**src/rtl/xcvr_pkg.sv**
```systemverilog
package xcvr_pkg;

  localparam int unsigned NUM_DIR = 2;
  localparam int unsigned DIR_FW  = 0;
  localparam int unsigned DIR_RV  = 1;

  typedef struct packed {
    logic sel_n;
    logic cap_n;
    logic drv_n;
  } path_ctrl_t;

endpackage

```
**src/rtl/xcvr_store.sv**
```systemverilog
module xcvr_store
  import xcvr_pkg::*;
#(
  parameter int unsigned W = 8
) (
  input  logic         clk,
  input  logic         rst,
  input  path_ctrl_t   ctrl,
  input  logic [W-1:0] din,
  output logic [W-1:0] store_next,
  output logic [W-1:0] store_q
);

  logic load;

  always_comb begin
    load       = !ctrl.sel_n && !ctrl.cap_n;
    store_next = load ? din : store_q;
  end

  always_ff @(posedge clk) begin
    if (rst) begin
      store_q <= '0;
    end else begin
      store_q <= store_next;
    end
  end

endmodule

```
**src/rtl/xcvr_drive.sv**
```systemverilog
module xcvr_drive
  import xcvr_pkg::*;
#(
  parameter int unsigned W = 8
) (
  input  logic         clk,
  input  logic         rst,
  input  path_ctrl_t   ctrl,
  input  logic [W-1:0] value,
  output logic         drive_next,
  output logic [W-1:0] bus_q,
  output logic         oe_q
);

  always_comb begin
    drive_next = !ctrl.sel_n && !ctrl.drv_n;
  end

  always_ff @(posedge clk) begin
    if (rst) begin
      bus_q <= '0;
      oe_q  <= 1'b0;
    end else begin
      bus_q <= drive_next ? value : '0;
      oe_q  <= drive_next;
    end
  end

endmodule

```
**src/rtl/xcvr_conflict.sv**
```systemverilog
module xcvr_conflict
  import xcvr_pkg::*;
(
  input  logic               clk,
  input  logic               rst,
  input  logic [NUM_DIR-1:0] drive_next,
  output logic               flag_q
);

  always_ff @(posedge clk) begin
    if (rst) begin
      flag_q <= 1'b0;
    end else begin
      flag_q <= &drive_next;
    end
  end

endmodule

```
**src/rtl/bus_xcvr_latched.sv**
```systemverilog
module bus_xcvr_latched
  import xcvr_pkg::*;
#(
  parameter int unsigned WIDTH = 8
) (
  input  logic             clk,
  input  logic             rst,
  input  logic [WIDTH-1:0] a_in,
  output logic [WIDTH-1:0] a_out,
  output logic             a_oe,
  input  logic [WIDTH-1:0] b_in,
  output logic [WIDTH-1:0] b_out,
  output logic             b_oe,
  input  logic             fw_sel_n,
  input  logic             fw_cap_n,
  input  logic             fw_drv_n,
  input  logic             rv_sel_n,
  input  logic             rv_cap_n,
  input  logic             rv_drv_n,
  output logic             contention
);

  path_ctrl_t         ctrl_arr [NUM_DIR];
  logic [WIDTH-1:0]   src_arr  [NUM_DIR];
  logic [WIDTH-1:0]   nxt_arr  [NUM_DIR];
  logic [WIDTH-1:0]   held_arr [NUM_DIR];
  logic [WIDTH-1:0]   out_arr  [NUM_DIR];
  logic [NUM_DIR-1:0] oe_vec;
  logic [NUM_DIR-1:0] drv_next_vec;

  always_comb begin
    ctrl_arr[DIR_FW] = '{sel_n: fw_sel_n, cap_n: fw_cap_n, drv_n: fw_drv_n};
    ctrl_arr[DIR_RV] = '{sel_n: rv_sel_n, cap_n: rv_cap_n, drv_n: rv_drv_n};
    src_arr[DIR_FW]  = a_in;
    src_arr[DIR_RV]  = b_in;
  end

  for (genvar d = 0; d < NUM_DIR; d++) begin : g_path
    xcvr_store #(.W(WIDTH)) u_store (
      .clk        (clk),
      .rst        (rst),
      .ctrl       (ctrl_arr[d]),
      .din        (src_arr[d]),
      .store_next (nxt_arr[d]),
      .store_q    (held_arr[d])
    );

    xcvr_drive #(.W(WIDTH)) u_drive (
      .clk        (clk),
      .rst        (rst),
      .ctrl       (ctrl_arr[d]),
      .value      (nxt_arr[d]),
      .drive_next (drv_next_vec[d]),
      .bus_q      (out_arr[d]),
      .oe_q       (oe_vec[d])
    );
  end

  xcvr_conflict u_conflict (
    .clk        (clk),
    .rst        (rst),
    .drive_next (drv_next_vec),
    .flag_q     (contention)
  );

  always_comb begin
    b_out = out_arr[DIR_FW];
    b_oe  = oe_vec[DIR_FW];
    a_out = out_arr[DIR_RV];
    a_oe  = oe_vec[DIR_RV];
  end

endmodule

```
**config.mk**
```make
export PLATFORM = sky130hd
export DESIGN_NAME = bus_xcvr_latched
export DESIGN_NICKNAME = d
export VERILOG_FILES = /design/src/rtl/xcvr_pkg.sv /design/src/rtl/xcvr_store.sv /design/src/rtl/xcvr_drive.sv /design/src/rtl/xcvr_conflict.sv /design/src/rtl/bus_xcvr_latched.sv
export SDC_FILE = /design/constraint.sdc
export NUM_CORES = 1
export LEC_CHECK = 0
export ABC_AREA = 1
export CORE_ASPECT_RATIO = 1.1
export CORE_MARGIN = 5
export CORE_UTILIZATION = 51
export CTS_BUF_LIST = sky130_fd_sc_hd__clkbuf_8
export CTS_CLUSTER_SIZE = 12
export DETAILED_ROUTE_END_ITERATION = 8
export PLACE_DENSITY = 0.93
export SKIP_LAST_GASP = 1
export SLEW_MARGIN = 15
export SYNTH_ARGS = -nofsm -noshare
export SYNTH_HDL_FRONTEND = slang
export SYNTH_HIERARCHICAL = 1
export SYNTH_SLANG_ARGS = --single-unit
```
**constraint.sdc**
```tcl
create_clock -name clk -period 1.5 [get_ports clk]
set_input_delay 0.3 -clock clk [delete_from_list [all_inputs] [get_ports clk]]
set_output_delay 0.3 -clock clk [all_outputs]
set_load 0.01 [all_outputs]
```
# Word level (Yosys, flattened, before mapping)
# Cells that the tools add are included.
dict set report totals {
  out_inout_bits 19
  elab_cells 24
  register_bits 35
}
dict set report op_classes {
  bitwise_logic 2
  muxes 2
  reduce_logical 13
}
# operator count
set ops {}
lappend ops {{8-bit two-way mux} 2}
lappend ops {{1-bit zero test} 6}
lappend ops {{1-bit logical AND} 4}
lappend ops {{2-bit OR reduction} 2}
lappend ops {{1-bit NOT} 2}
lappend ops {{2-bit AND reduction} 1}

# Depth between registers and ports, before layout
# Gate-level depths: netlist of the first run.
dict set report depth {
  word_depth 4
  mapped_depth 6
  mapped_depth_nobuf 6
}

# By module
# Netlist of the first run, hierarchy kept.
# module n_inst cells_per_inst area_per_inst_um2
set modules_own_cells {}
lappend modules_own_cells {xcvr_store 2 66 395.4}
lappend modules_own_cells {xcvr_drive 2 29 260.2}
lappend modules_own_cells {xcvr_conflict 1 3 30.0}

# Worst setup path after synthesis of the first run
# No wires, ideal clock.
dict set report synth_timing {
  path_type {input port to flip-flop}
  start {input port fw_cap_n}
  end {register g_path[0].u_drive.bus_q[0]}
  path_buffers 0
  setup_slack_ns 0.704
  t_arrival_ns 0.680
  t_required_ns 1.384
  path_stages 6
  setup_time_ns 0.116
  path_cell_list {nor2_4 -> nand2_1 -> nand2_1 -> inv_1 -> inv_1 -> nor2_1}
}
# item line
set synth_rtl {}
lappend synth_rtl {{start: declaration} bus_xcvr_latched.sv:15} ;# input logic fw_cap_n,
lappend synth_rtl {{end signal: assignment} xcvr_drive.sv:24} ;# bus_q <= drive_next ? value : '0;
lappend synth_rtl {{end: declaration} xcvr_drive.sv:11} ;# output logic [W-1:0] bus_q,

# Final worst setup path of the first run
dict set report layout_timing {
  start {register g_path[0].u_drive.bus_q[1]}
  end {output port b_out[1]}
}
# item line
set layout_rtl {}
lappend layout_rtl {{end: declaration} bus_xcvr_latched.sv:12} ;# output logic [WIDTH-1:0] b_out,
# No word-level cell between the ends.

==> impl_table.tex, run 1 <==
\begin{tabular}{lr}
\hline
Metric & Value \\
\hline
\multicolumn{2}{l}{\textbf{Outcome}} \\
\quad Status & completed \\
\multicolumn{2}{l}{\textbf{Setup path}} \\
\quad Reg-to-Reg Start & g\_path[0].u\_store/store\_q[7] \\
\quad Cell family with the largest share of critical-path delay & buffers and inverters \\
\quad CP Cell Sequence & clkdlybuf4s50\_1 \\
\quad Crit path required time & 1.20 ns \\
\quad Arrival time at the worst endpoint & 1.14 ns \\
\quad Slowest Stage Delay on Critical Path & 0.53 ns \\
\quad Buffers and inverters on the worst path & 1 \\
\quad Cell at the slowest stage of the critical path & clkdlybuf4s50\_1 \\
\quad R2r worst-path depth & 6 \\
\quad Setup CP Type & register to output pin \\
\quad Largest fanout of any net on the critical path & 1 \\
\quad Startpoint class of the critical path & register \\
\quad Crit. End Element & output pin \\
\quad Setup slack on the worst flop-to-flop path & 0.75 ns \\
\quad Worst reg2reg path endpoint & g\_path[0].u\_drive/bus\_q[7] \\
\multicolumn{2}{l}{\textbf{Floorplanning}} \\
\quad Initial standard-cell utilization of the core & 53.2\% \\
\quad Die height & 63.8 µm \\
\quad I/O pin count & 43 \\
\quad Number of rows in the core area & 19 \\
\quad Placeable Area & 0.00252 mm² \\
\quad Full die area & 0.00376 mm² \\
\quad Die X-Extent & 58.9 µm \\
\multicolumn{2}{l}{\textbf{Timing}} \\
\quad Final Max Tran Viols & 0 \\
\quad Fin Hold WS & 0.547 ns \\
\quad Slew at the pin with the worst max-slew slack & 0.357 ns \\
\quad Setup WS post-layout & 0.0553 ns \\
\quad Max Fclk & 692 MHz \\
\quad Period utilisation layout & 96.3\% \\
\quad Unrepaired setup endpoints after global routing & false \\
\quad Clock period minus final worst setup slack & 1.44 ns \\
\quad Final total negative setup slack & 0 ns \\
\quad Total count of hold-check failures in the final report & 0 \\
\quad Layout Skew & 0.00409 ns \\
\quad Relative max-transition margin & 76.1\% \\
\quad Setup-failing EPs final & 0 \\
\multicolumn{2}{l}{\textbf{Drt}} \\
\quad Remaining design rule violation count & 0 \\
\quad Initial DRT Pass Iterations & 4 \\
\quad Post-detailed-route count of antenna-violating nets & 0 \\
\quad First DRT Iteration DRCs & 43 \\
\quad Average wire per cell in the routed design & 9.08 µm \\
\quad Final routed wirelength across all metal layers & 2.53 mm \\
\quad Vias per cell & 4.31 \\
\quad Number of vias after detailed routing & 1202 \\
\multicolumn{2}{l}{\textbf{Synthesis}} \\
\quad Post-synthesis sequential element count & 35 \\
\quad Sequential fraction of the synthesis area & 52.2\% \\
\quad Share of synthesized flip-flops with an asynchronous set or reset & 0\% \\
\quad Synth unique cells & 9 \\
\quad Top FF cell, synth & dfxtp\_1 \\
\quad Adder-Cell Fraction of Synth Area & 0\% \\
\quad Cell with the most instances after synthesis & inv\_1 \\
\quad Synthesized netlist net count & 217 \\
\quad Leading cell types by count after synthesis & inv\_1, dfxtp\_1, nand2\_1 \\
\quad Synthesized area per cell & 6.95 µm² \\
\quad Post-Synthesis Cells & 193 \\
\quad Area fraction in compound gates after synthesis & 5.97\% \\
\quad Portion of synthesized cell area occupied by the leading cell type & 52.2\% \\
\quad Library cell with the largest summed area after synthesis & dfxtp\_1 \\
\quad Number of enable flip-flop cells after synthesis & 0 \\
\quad Ys Warns & 6 \\
\quad Top cells by area, synth & dfxtp\_1, inv\_1, nand2\_1 \\
\quad Post-synthesis cell area & 0.00134 mm² \\
\quad Main combinational cell family by area after synthesis & simple AND/OR/NAND/NOR gates \\
\quad Share of synthesized cell area in and, or, nand and nor gates & 22.2\% \\
\quad Parity-gate share of the synthesized area counting xor and xnor cells & 0\% \\
\quad Multiplexer share of the synthesized area & 0\% \\
\multicolumn{2}{l}{\textbf{CTS}} \\
\quad Clock insertion delay at the later pin of the skew report & 0.29 ns \\
\quad Resized cells post-CTS & 0 \\
\quad Number of buffers added for setup after CTS & 0 \\
\quad Clk root buf & clkbuf\_8 \\
\quad Htree depth & 2 \\
\quad Clock-pin slew on the worst setup and hold paths & 0.07 ns \\
\quad Num CTS Buffers & 5 \\
\quad Clock sink count & 35 \\
\quad Cts-stage hold buffer count & 0 \\
\quad TritonCTS clock tree & done \\
\quad Number of buffers on the longest clock path & 2 \\
\multicolumn{2}{l}{\textbf{Placed design}} \\
\quad Port bufs & 42 \\
\quad Global placer's final weighted congestion & 0.793 \\
\quad Worst-case setup slack after placement & -0.0261 ns \\
\quad Post-detail-place hpwl & 1.95 mm \\
\quad Cell count after placement & 271 \\
\multicolumn{2}{l}{\textbf{Min path}} \\
\quad Hold EP & g\_path[0].u\_store/store\_q[1] \\
\quad Type of the worst min-delay path & register to register \\
\quad Number of cells traversed by the worst hold path & 4 \\
\quad Worst Min Path Start & g\_path[0].u\_store/store\_q[1] \\
\multicolumn{2}{l}{\textbf{Global routing}} \\
\quad Met1 GRT Util & 15.1\% \\
\quad Busiest layer in global routing & met2 \\
\quad Number of antenna violations at the first check in global routing & 0 \\
\quad Met2 GRT Util & 27.8\% \\
\quad Grt met3 use & 7.24\% \\
\quad Overall fraction of global-route tracks in use & 15.6\% \\
\quad Overall overflow remaining after global route & 0 \\
\quad Pin count of the biggest net entering global routing & 13 \\
\quad Wire length of the first global-routing pass & 4.45 mm \\
\quad Via count of the first global-routing pass & 1142 \\
\multicolumn{2}{l}{\textbf{Layout}} \\
\quad Final-stage net count & 271 \\
\quad Layout cells sized above 1 & 8.87\% \\
\quad Total of fill cells in the finished design & 197 \\
\quad Layout-stage area growth over the synthesis result & 44.6\% \\
\quad Inserted Diodes & 0 \\
\quad Final instance count without filler cells & 279 \\
\multicolumn{2}{l}{\textbf{Power and ir drop}} \\
\quad Design Power & 1.90 mW \\
\quad Power density relative to cell area & 981 mW/mm² \\
\quad Worst IR Drop VDD & 1120 µV \\
\quad Pleak & 1.03 nW \\
\multicolumn{2}{l}{\textbf{Run}} \\
\quad MaxCap Viol Count & 0 \\
\hline
\end{tabular}
flip-flops by register name (all words and copies together) (netlist names):
signal,count
g_path.u_drive/bus_q,16
g_path.u_store/store_q,16
u_conflict/flag_q,1
g_path.u_drive/oe_q,2
report_power, final:
| group | total (mW) | internal [mW] | leakage (nW) | switching, mW |
|---|---|---|---|---|
| Clock | 0.658 | 0.322 | 0.0402 | 0.336 |
| Combinational | 0.264 | 0.133 | 0.701 | 0.131 |
| Sequential | 0.981 | 0.971 | 0.286 | 0.00962 |
cell families (layout without fill, tap and decap cells):
kind of cell           after synthesis  after routing
DFF                                 35             35
and+or+nand+nor                     72             72
buffers and inverters               70            125
AOI/OAI and AO/OA                   16             16
stage by stage:
| stage | util, % | area, µm² |
|---|---|---|
| after floorplan | - | 1340 |
| after global placement | 73.2 | 1850 |
| after detailed placement | 73.2 | 1850 |
| after CTS | 76.8 | 1930 |
| after global routing | 77.0 | 1940 |
| final | 77.0 | 1940 |
cell usage in the layout, fill, tap and decap left out, drive strengths merged:
| cell | instances |
|---|---|
| buf | 7 |
| clkbuf | 5 |
| clkdlybuf4s50 | 40 |
| clkinv | 1 |
| clkinvlp | 2 |
| dfxtp | 35 |
| dlymetal6s2s | 2 |
| inv | 68 |
| nand2 | 35 |
| nor2 | 37 |
| o21ai | 16 |
cell type report:
type                    instances  area [µm²]  share of cell area [%]
well taps                      31        38.8                    2.00
clock inverters                 3        20.0                    1.03
clock buffers                   5        68.8                    3.55
flip-flops and latches         35         701                    36.1
repair buffers                 49         478                    24.6
multi-input cells              88         378                    19.5
inverters                      68         255                    13.2
routing by layer:
metal	vias up	wire [µm]
li1	634	-
met1	521	981
met2	42	1250
met3	5	251
met4	0	47
met5	-	0
how the worst max path moves through the flow:
stage / slack (ns) / start / cells after the start / endpoint
2_1_floorplan: 0.70 / fw_cap_n / 6 / g_path[0].u_drive/bus_q[0]
3_3_place_gp: -0.02 / rv_cap_n / 7 / g_path[1].u_drive/bus_q[5]
3_5_place_dp: -0.03 / rv_cap_n / 7 / g_path[1].u_drive/bus_q[5]
4_1_cts: 0.03 / g_path[1].u_drive/bus_q[2] / 1 / a_out[2]
5_1_grt: 0.004 / g_path[0].u_drive/bus_q[1] / 1 / b_out[1]
6_report: 0.06 / g_path[0].u_drive/bus_q[1] / 1 / b_out[1]
Note: power is estimated with default switching activity, not from simulation.
==> inputs of run 2 (changes only) <==
--- a/config.mk
+++ b/config.mk
@@ -8,11 +8,12 @@
 export ABC_AREA = 1
 export CORE_ASPECT_RATIO = 1.1
 export CORE_MARGIN = 5
-export CORE_UTILIZATION = 51
+export CORE_UTILIZATION = 30
 export CTS_BUF_LIST = sky130_fd_sc_hd__clkbuf_8
 export CTS_CLUSTER_SIZE = 12
 export DETAILED_ROUTE_END_ITERATION = 8
-export PLACE_DENSITY = 0.93
+export DONT_BUFFER_PORTS = 1
+export PLACE_DENSITY = 0.5
 export SKIP_LAST_GASP = 1
 export SLEW_MARGIN = 15
 export SYNTH_ARGS = -nofsm -noshare
==> run 2 against run 1 <==
Against the previous run: flip-flop and latch count did not move; clock skew shrank 0.0038 ns; clock power is 8.7% lower; combinational power is 49% lower; die area increased by 57%; non-clock buffer count fell by 49; sequential power grew 0.9%; maximum frequency up 51%; largest power group unchanged; highest routed layer unchanged.
==> impl_table.tex, run 2 (synthesis results as in run 1) <==
\begin{tabular}{lr}
\hline
Metric & Value \\
\hline
\multicolumn{2}{l}{\textbf{Timing}} \\
\quad Setup WS post-layout & 0.542 ns (+0.487 ns) \\
\quad Final total negative setup slack & 0 ns (unchanged) \\
\quad Relative max-transition margin & 85.3\% (+9.2 points) \\
\quad Layout Skew & 0.000280 ns (-0.00381 ns) \\
\quad Clock period minus final worst setup slack & 0.958 ns (-0.487 ns) \\
\quad Final Max Tran Viols & 0 (unchanged) \\
\quad Max Fclk & 1040 MHz (+51\%) \\
\quad Period utilisation layout & 63.9\% (-32 points) \\
\quad Setup-failing EPs final & 0 (unchanged) \\
\quad Slew at the pin with the worst max-slew slack & 0.221 ns (-0.137 ns) \\
\quad Unrepaired setup endpoints after global routing & false \\
\quad Total count of hold-check failures in the final report & 0 (unchanged) \\
\multicolumn{2}{l}{\textbf{Placed design}} \\
\quad Area of placed instances & 0.00140 mm² (-24\%) \\
\quad Post-detail-place hpwl & 1.82 mm (-6.7\%) \\
\quad Cell count after placement & 245 (-9.6\%) \\
\quad Worst-case setup slack after placement & 0.558 ns (+0.584 ns) \\
\quad Port bufs & 0 (-100\%) \\
\quad Global placer's final weighted congestion & 0.731 (-7.8\%) \\
\multicolumn{2}{l}{\textbf{Drt}} \\
\quad Post-detailed-route count of antenna-violating nets & 0 (unchanged) \\
\quad Number of vias after detailed routing & 996 (-17\%) \\
\quad First DRT Iteration DRCs & 38 (-12\%) \\
\quad Remaining design rule violation count & 0 (unchanged) \\
\quad Initial DRT Pass Iterations & 5 (+1) \\
\quad Final routed wirelength across all metal layers & 2.59 mm (+2.3\%) \\
\quad Average wire per cell in the routed design & 10.3 µm (+14\%) \\
\quad Vias per cell & 3.97 (-7.9\%) \\
\multicolumn{2}{l}{\textbf{Floorplanning}} \\
\quad Initial standard-cell utilization of the core & 31.1\% (-22 points) \\
\quad Die height & 80.1 µm (+26\%) \\
\quad Die X-Extent & 73.8 µm (+25\%) \\
\quad I/O pin count & 43 (unchanged) \\
\quad Full die area & 0.00591 mm² (+57\%) \\
\quad Number of rows in the core area & 25 (+6) \\
\quad Placeable Area & 0.00432 mm² (+71\%) \\
\multicolumn{2}{l}{\textbf{Layout}} \\
\quad Layout cells sized above 1 & 6.09\% (-2.8 points) \\
\quad Final instance count without filler cells & 251 (-10\%) \\
\quad Commonest non-fill, non-tap cells in the layout & inv\_1, dfxtp\_1, nand2\_1 \\
\quad Final cell utilization of the core & 34.1\% (-43 points) \\
\quad Final instance area & 0.00147 mm² (-24\%) \\
\quad Final-stage net count & 222 (-18\%) \\
\quad Layout-stage area growth over the synthesis result & 9.89\% \\
\quad Largest registers & g\_path.u\_drive/bus\_q: 16 flops, g\_path.u\_store/store\_q: 16 flops, g\_path.u\_drive/oe\_q: 2 flops \\
\quad Most frequent standard cell in the layout excluding fill and tap cells & inv\_1 \\
\quad Inserted Diodes & 0 (unchanged) \\
\multicolumn{2}{l}{\textbf{Global routing}} \\
\quad Overall overflow remaining after global route & 0 (unchanged) \\
\quad Wire length of the first global-routing pass & 4.50 mm (+1.1\%) \\
\quad Pin count of the biggest net entering global routing & 20 (+7) \\
\quad Via count of the first global-routing pass & 943 (-17\%) \\
\quad Number of antenna violations at the first check in global routing & 0 (unchanged) \\
\quad Overall fraction of global-route tracks in use & 10.0\% (-5.6 points) \\
\multicolumn{2}{l}{\textbf{Min path}} \\
\quad Type of the worst min-delay path & input port to register \\
\quad Number of cells traversed by the worst hold path & 1 (-3) \\
\quad Hold EP & u\_conflict/flag\_q \\
\quad Worst Min Path Start & rst \\
\multicolumn{2}{l}{\textbf{CTS}} \\
\quad Resized cells post-CTS & 0 (unchanged) \\
\quad Clock sink count & 35 (unchanged) \\
\quad Number of buffers on the longest clock path & 2 (unchanged) \\
\quad Clock insertion delay at the later pin of the skew report & 0.27 ns (-0.02 ns) \\
\quad Cts-stage hold buffer count & 0 (unchanged) \\
\quad Clock-pin slew on the worst setup and hold paths & 0.06 ns (about the same) \\
\quad Clk root buf & clkbuf\_8 \\
\quad Num CTS Buffers & 5 (unchanged) \\
\quad TritonCTS clock tree & done \\
\quad Number of buffers added for setup after CTS & 0 (unchanged) \\
\quad Htree depth & 2 (unchanged) \\
\multicolumn{2}{l}{\textbf{Setup path}} \\
\quad Startpoint class of the critical path & register \\
\quad Reg-to-Reg Start & g\_path[0].u\_store/store\_q[7] \\
\quad Arrival time at the worst endpoint & 0.66 ns (-0.48 ns) \\
\quad Worst reg2reg path endpoint & g\_path[0].u\_drive/bus\_q[7] \\
\quad R2r worst-path depth & 6 (unchanged) \\
\quad Crit. End Element & output pin \\
\quad Crit path required time & 1.20 ns (about the same) \\
\quad Setup slack on the worst flop-to-flop path & 0.78 ns (+0.03 ns) \\
\quad Largest fanout of any net on the critical path & 1 (unchanged) \\
\quad Setup CP Type & register to output pin \\
\multicolumn{2}{l}{\textbf{Outcome}} \\
\quad Status & completed \\
\multicolumn{2}{l}{\textbf{Power and ir drop}} \\
\quad Power density relative to cell area & 1170 mW/mm² (+19\%) \\
\quad Pleak & 0.805 nW (-22\%) \\
\quad Worst IR Drop VDD & 399 µV (-64\%) \\
\multicolumn{2}{l}{\textbf{Run}} \\
\quad MaxCap Viol Count & 0 (unchanged) \\
\hline
\end{tabular}
==> run 2: cell types whose count changed in the layout (fill, tap and decap cells not counted) <==
cell	change
clkinvlp_4	-2
dlymetal6s2s_1	-2
buf_4	-7
inv_1	+1
clkinv_2	-1
clkdlybuf4s50_1	-40
==> run 2: worst max-delay path by stage <==
| stage | to | from | slack (ns) | cells past startpoint |
|---|---|---|---|---|
| floorplan | g_path[0].u_drive/bus_q[0] | fw_cap_n | 0.70 | 6 |
| global placement | g_path[1].u_drive/bus_q[5] | rv_cap_n | 0.57 | 6 |
| detailed placement | g_path[1].u_drive/bus_q[5] | rv_cap_n | 0.56 | 6 |
| CTS | b_out[4] | g_path[0].u_drive/bus_q[4] | 0.51 | 0 |
| global route | b_out[4] | g_path[0].u_drive/bus_q[4] | 0.50 | 0 |
| finish | b_out[4] | g_path[0].u_drive/bus_q[4] | 0.54 | 0 |
==> run 2: area by class of cell <==
class	count	area, µm²
Clock buffer	5	68.8
Clock inverter	1	3.75
Fill cell	492	2840
Inverter	68	255
Multi-Input combinational cell	88	378
Sequential cell	35	701
Tap cell	54	67.6
==> run 2: through the flow <==
stage                     hold slack (ns)  total power [mW]
after global placement              0.369              1.15
after CTS                          0.0642              1.78
after floorplan                     0.367              1.13
final                              0.0820              1.73
after global routing               0.0624              1.84
after detailed placement            0.371              1.15
==> run 2: power breakdown <==
group | leakage, nW | switching, mW | internal, mW
Combinational | 0.477 | 0.0845 | 0.0505
Sequential | 0.286 | 0.0182 | 0.972
Clock | 0.0413 | 0.299 | 0.302
==> run 2: layer usage <==
| layer | global-route usage [%] | part of all wire [%] |
|---|---|---|
| met5 | 0 | 0 |
| met4 | 3.80 | 0.54 |
| met3 | 4.76 | 7.8 |
| met2 | 15.9 | 47 |
| met1 | 11.6 | 44 |
==> inputs of run 3 (changes only) <==
==> constraint.sdc (replaced) <==
create_clock -name clk -period 1 [get_ports clk]
set_input_delay 0.2 -clock clk [delete_from_list [all_inputs] [get_ports clk]]
set_output_delay 0.2 -clock clk [all_outputs]
set_load 0.01 [all_outputs]
==> run 3 against run 2 <==
Against the previous run: combinational power rose by 51%; sequential power rose by 51%; clock-buffer cell count rose by 2; clock skew rose by 0.0045 ns; flip-flop and latch count did not move; the run now ends with negative hold slack left; first-iteration DRC count fell by 2.6%; core utilization rose by 0.87 points; routed wire length fell by 0.69%; die area did not move; critical endpoint unchanged; critical path type unchanged; total power rose by 61%; clock power rose by 83%; largest cell class unchanged.
==> impl_table.tex, run 3 (synthesis results as in run 1) <==
\begin{tabular}{lr}
\hline
Metric & Value \\
\hline
\multicolumn{2}{l}{\textbf{Setup path}} \\
\quad Setup slack on the worst flop-to-flop path & 0.28 ns (-0.50 ns) \\
\quad Largest fanout of any net on the critical path & 1 (unchanged) \\
\quad Arrival time at the worst endpoint & 0.67 ns (about the same) \\
\quad Setup CP Type & register to output pin \\
\quad Startpoint class of the critical path & register \\
\quad Crit path required time & 0.80 ns (-0.40 ns) \\
\quad Crit. End Element & output pin \\
\multicolumn{2}{l}{\textbf{Layout}} \\
\quad Final-stage net count & 223 (+0.45\%) \\
\quad Final instance area & 0.00151 mm² (+2.5\%) \\
\quad Layout-stage area growth over the synthesis result & 12.7\% \\
\quad Inserted Diodes & 0 (unchanged) \\
\quad Largest registers & g\_path.u\_drive/bus\_q: 16 flops, g\_path.u\_store/store\_q: 16 flops, g\_path.u\_drive/oe\_q: 2 flops \\
\quad Total of fill cells in the finished design & 483 (-1.8\%) \\
\quad Most frequent standard cell in the layout excluding fill and tap cells & inv\_1 \\
\quad Commonest non-fill, non-tap cells in the layout & inv\_1, dfxtp\_1, nand2\_1 \\
\quad Layout cells sized above 1 & 7.00\% (+0.91 points) \\
\multicolumn{2}{l}{\textbf{CTS}} \\
\quad Number of buffers added for setup after CTS & 0 (unchanged) \\
\quad Clk root buf & clkbuf\_8 \\
\quad Clock-pin slew on the worst setup and hold paths & 0.07 ns (about the same) \\
\quad Clock sink count & 35 (unchanged) \\
\quad Num CTS Buffers & 5 (unchanged) \\
\quad TritonCTS clock tree & done \\
\quad Cts-stage hold buffer count & 1 (+1) \\
\quad Resized cells post-CTS & 0 (unchanged) \\
\quad Clock insertion delay at the later pin of the skew report & 0.28 ns (about the same) \\
\quad Htree depth & 2 (unchanged) \\
\quad Number of buffers on the longest clock path & 2 (unchanged) \\
\multicolumn{2}{l}{\textbf{Timing}} \\
\quad Relative max-transition margin & 85.0\% (-0.26 points) \\
\quad Layout Skew & 0.00480 ns (+0.00452 ns) \\
\quad Final Max Tran Viols & 0 (unchanged) \\
\quad Unrepaired setup endpoints after global routing & false \\
\quad Setup-failing EPs final & 0 (unchanged) \\
\quad Final total negative setup slack & 0 ns (unchanged) \\
\quad Clock period minus final worst setup slack & 0.866 ns \\
\quad Period utilisation layout & 86.6\% \\
\quad Fin Hold WS & -0.0164 ns (-0.0985 ns) \\
\quad Max Fclk & 1150 MHz \\
\quad Total count of hold-check failures in the final report & 16 (+16) \\
\quad Slew at the pin with the worst max-slew slack & 0.224 ns (+0.00385 ns) \\
\multicolumn{2}{l}{\textbf{Floorplanning}} \\
\quad I/O pin count & 43 (unchanged) \\
\quad Initial standard-cell utilization of the core & 31.1\% (unchanged) \\
\quad Number of rows in the core area & 25 (unchanged) \\
\quad Die X-Extent & 73.8 µm (unchanged) \\
\quad Full die area & 0.00591 mm² (unchanged) \\
\quad Die height & 80.1 µm (unchanged) \\
\quad Placeable Area & 0.00432 mm² (unchanged) \\
\multicolumn{2}{l}{\textbf{Drt}} \\
\quad Vias per cell & 3.89 (-2.0\%) \\
\quad Average wire per cell in the routed design & 10.1 µm (-1.9\%) \\
\quad Number of vias after detailed routing & 988 (-0.80\%) \\
\quad First DRT Iteration DRCs & 37 (-2.6\%) \\
\quad Remaining design rule violation count & 0 (unchanged) \\
\quad Final routed wirelength across all metal layers & 2.58 mm (-0.69\%) \\
\quad Post-detailed-route count of antenna-violating nets & 0 (unchanged) \\
\quad Initial DRT Pass Iterations & 4 (-1) \\
\multicolumn{2}{l}{\textbf{Global routing}} \\
\quad Overall overflow remaining after global route & 0 (unchanged) \\
\quad Number of antenna violations at the first check in global routing & 0 (unchanged) \\
\quad Via count of the first global-routing pass & 1024 (+8.6\%) \\
\quad Overall fraction of global-route tracks in use & 10.2\% (+0.21 points) \\
\quad Pin count of the biggest net entering global routing & 20 (unchanged) \\
\quad Wire length of the first global-routing pass & 4.58 mm (+1.8\%) \\
\multicolumn{2}{l}{\textbf{Placed design}} \\
\quad Post-detail-place hpwl & 1.83 mm (+0.68\%) \\
\quad Area of placed instances & 0.00140 mm² (unchanged) \\
\quad Port bufs & 0 (unchanged) \\
\quad Global placer's final weighted congestion & 0.730 (about the same) \\
\multicolumn{2}{l}{\textbf{Power and ir drop}} \\
\quad Design Power & 2.79 mW (+61\%) \\
\quad Pleak & 0.826 nW (+2.6\%) \\
\quad Worst IR Drop VDD & 1010 µV (+150\%) \\
\quad Power density relative to cell area & 1840 mW/mm² (+57\%) \\
\multicolumn{2}{l}{\textbf{Min path}} \\
\quad Type of the worst min-delay path & input port to register \\
\multicolumn{2}{l}{\textbf{Run}} \\
\quad MaxCap Viol Count & 0 (unchanged) \\
\multicolumn{2}{l}{\textbf{Outcome}} \\
\quad Violated checks & negative hold slack \\
\quad Status & finished, violations left \\
\hline
\end{tabular}
[run 3: area by class of cell]
| type | instances | area, µm² | area share (%) |
|---|---|---|---|
| clock inverters | 1 | 3.75 | 0.248 |
| well taps | 54 | 67.6 | 4.47 |
| repair buffers | 1 | 10.0 | 0.662 |
| clock buffers | 7 | 96.3 | 6.37 |
| multi-input cells | 88 | 378 | 25.0 |
| inverters | 68 | 255 | 16.9 |
| flip-flops and latches | 35 | 701 | 46.4 |
[run 3: final timing paths]
check,from,cells after the start,end
worst max-delay path,g_path[0].u_drive/bus_q[4],0,b_out[4]
worst min-delay path,rst,1,g_path[0].u_store/store_q[1]
worst max register to register,g_path[1].u_store/store_q[3],6,g_path[1].u_drive/bus_q[3]
worst min register to register,g_path[0].u_store/store_q[2],4,g_path[0].u_store/store_q[2]
[run 3: stage by stage]
stage,util (%),std cells,worst slack (ns)
floorplan,-,193,0.304
global placement,32.5,245,0.174
detailed placement,32.5,245,0.166
CTS,35.0,254,0.104
global route,35.0,254,0.0623
finish,35.0,254,0.134
[run 3: report_power, final]
part           total (mW)  switching (mW)  internal, mW
clock network        1.10           0.479         0.618
logic               0.204           0.128        0.0765
registers            1.49          0.0273          1.46
total                2.79           0.634          2.15
[run 3: metal layers]
layer	up-vias	part of all wire, %	global-route usage [%]
li1	539	-	-
met1	404	44	10.7
met2	38	46	17.2
met3	7	7.8	4.88
met4	0	2.0	4.35
met5	-	0	0
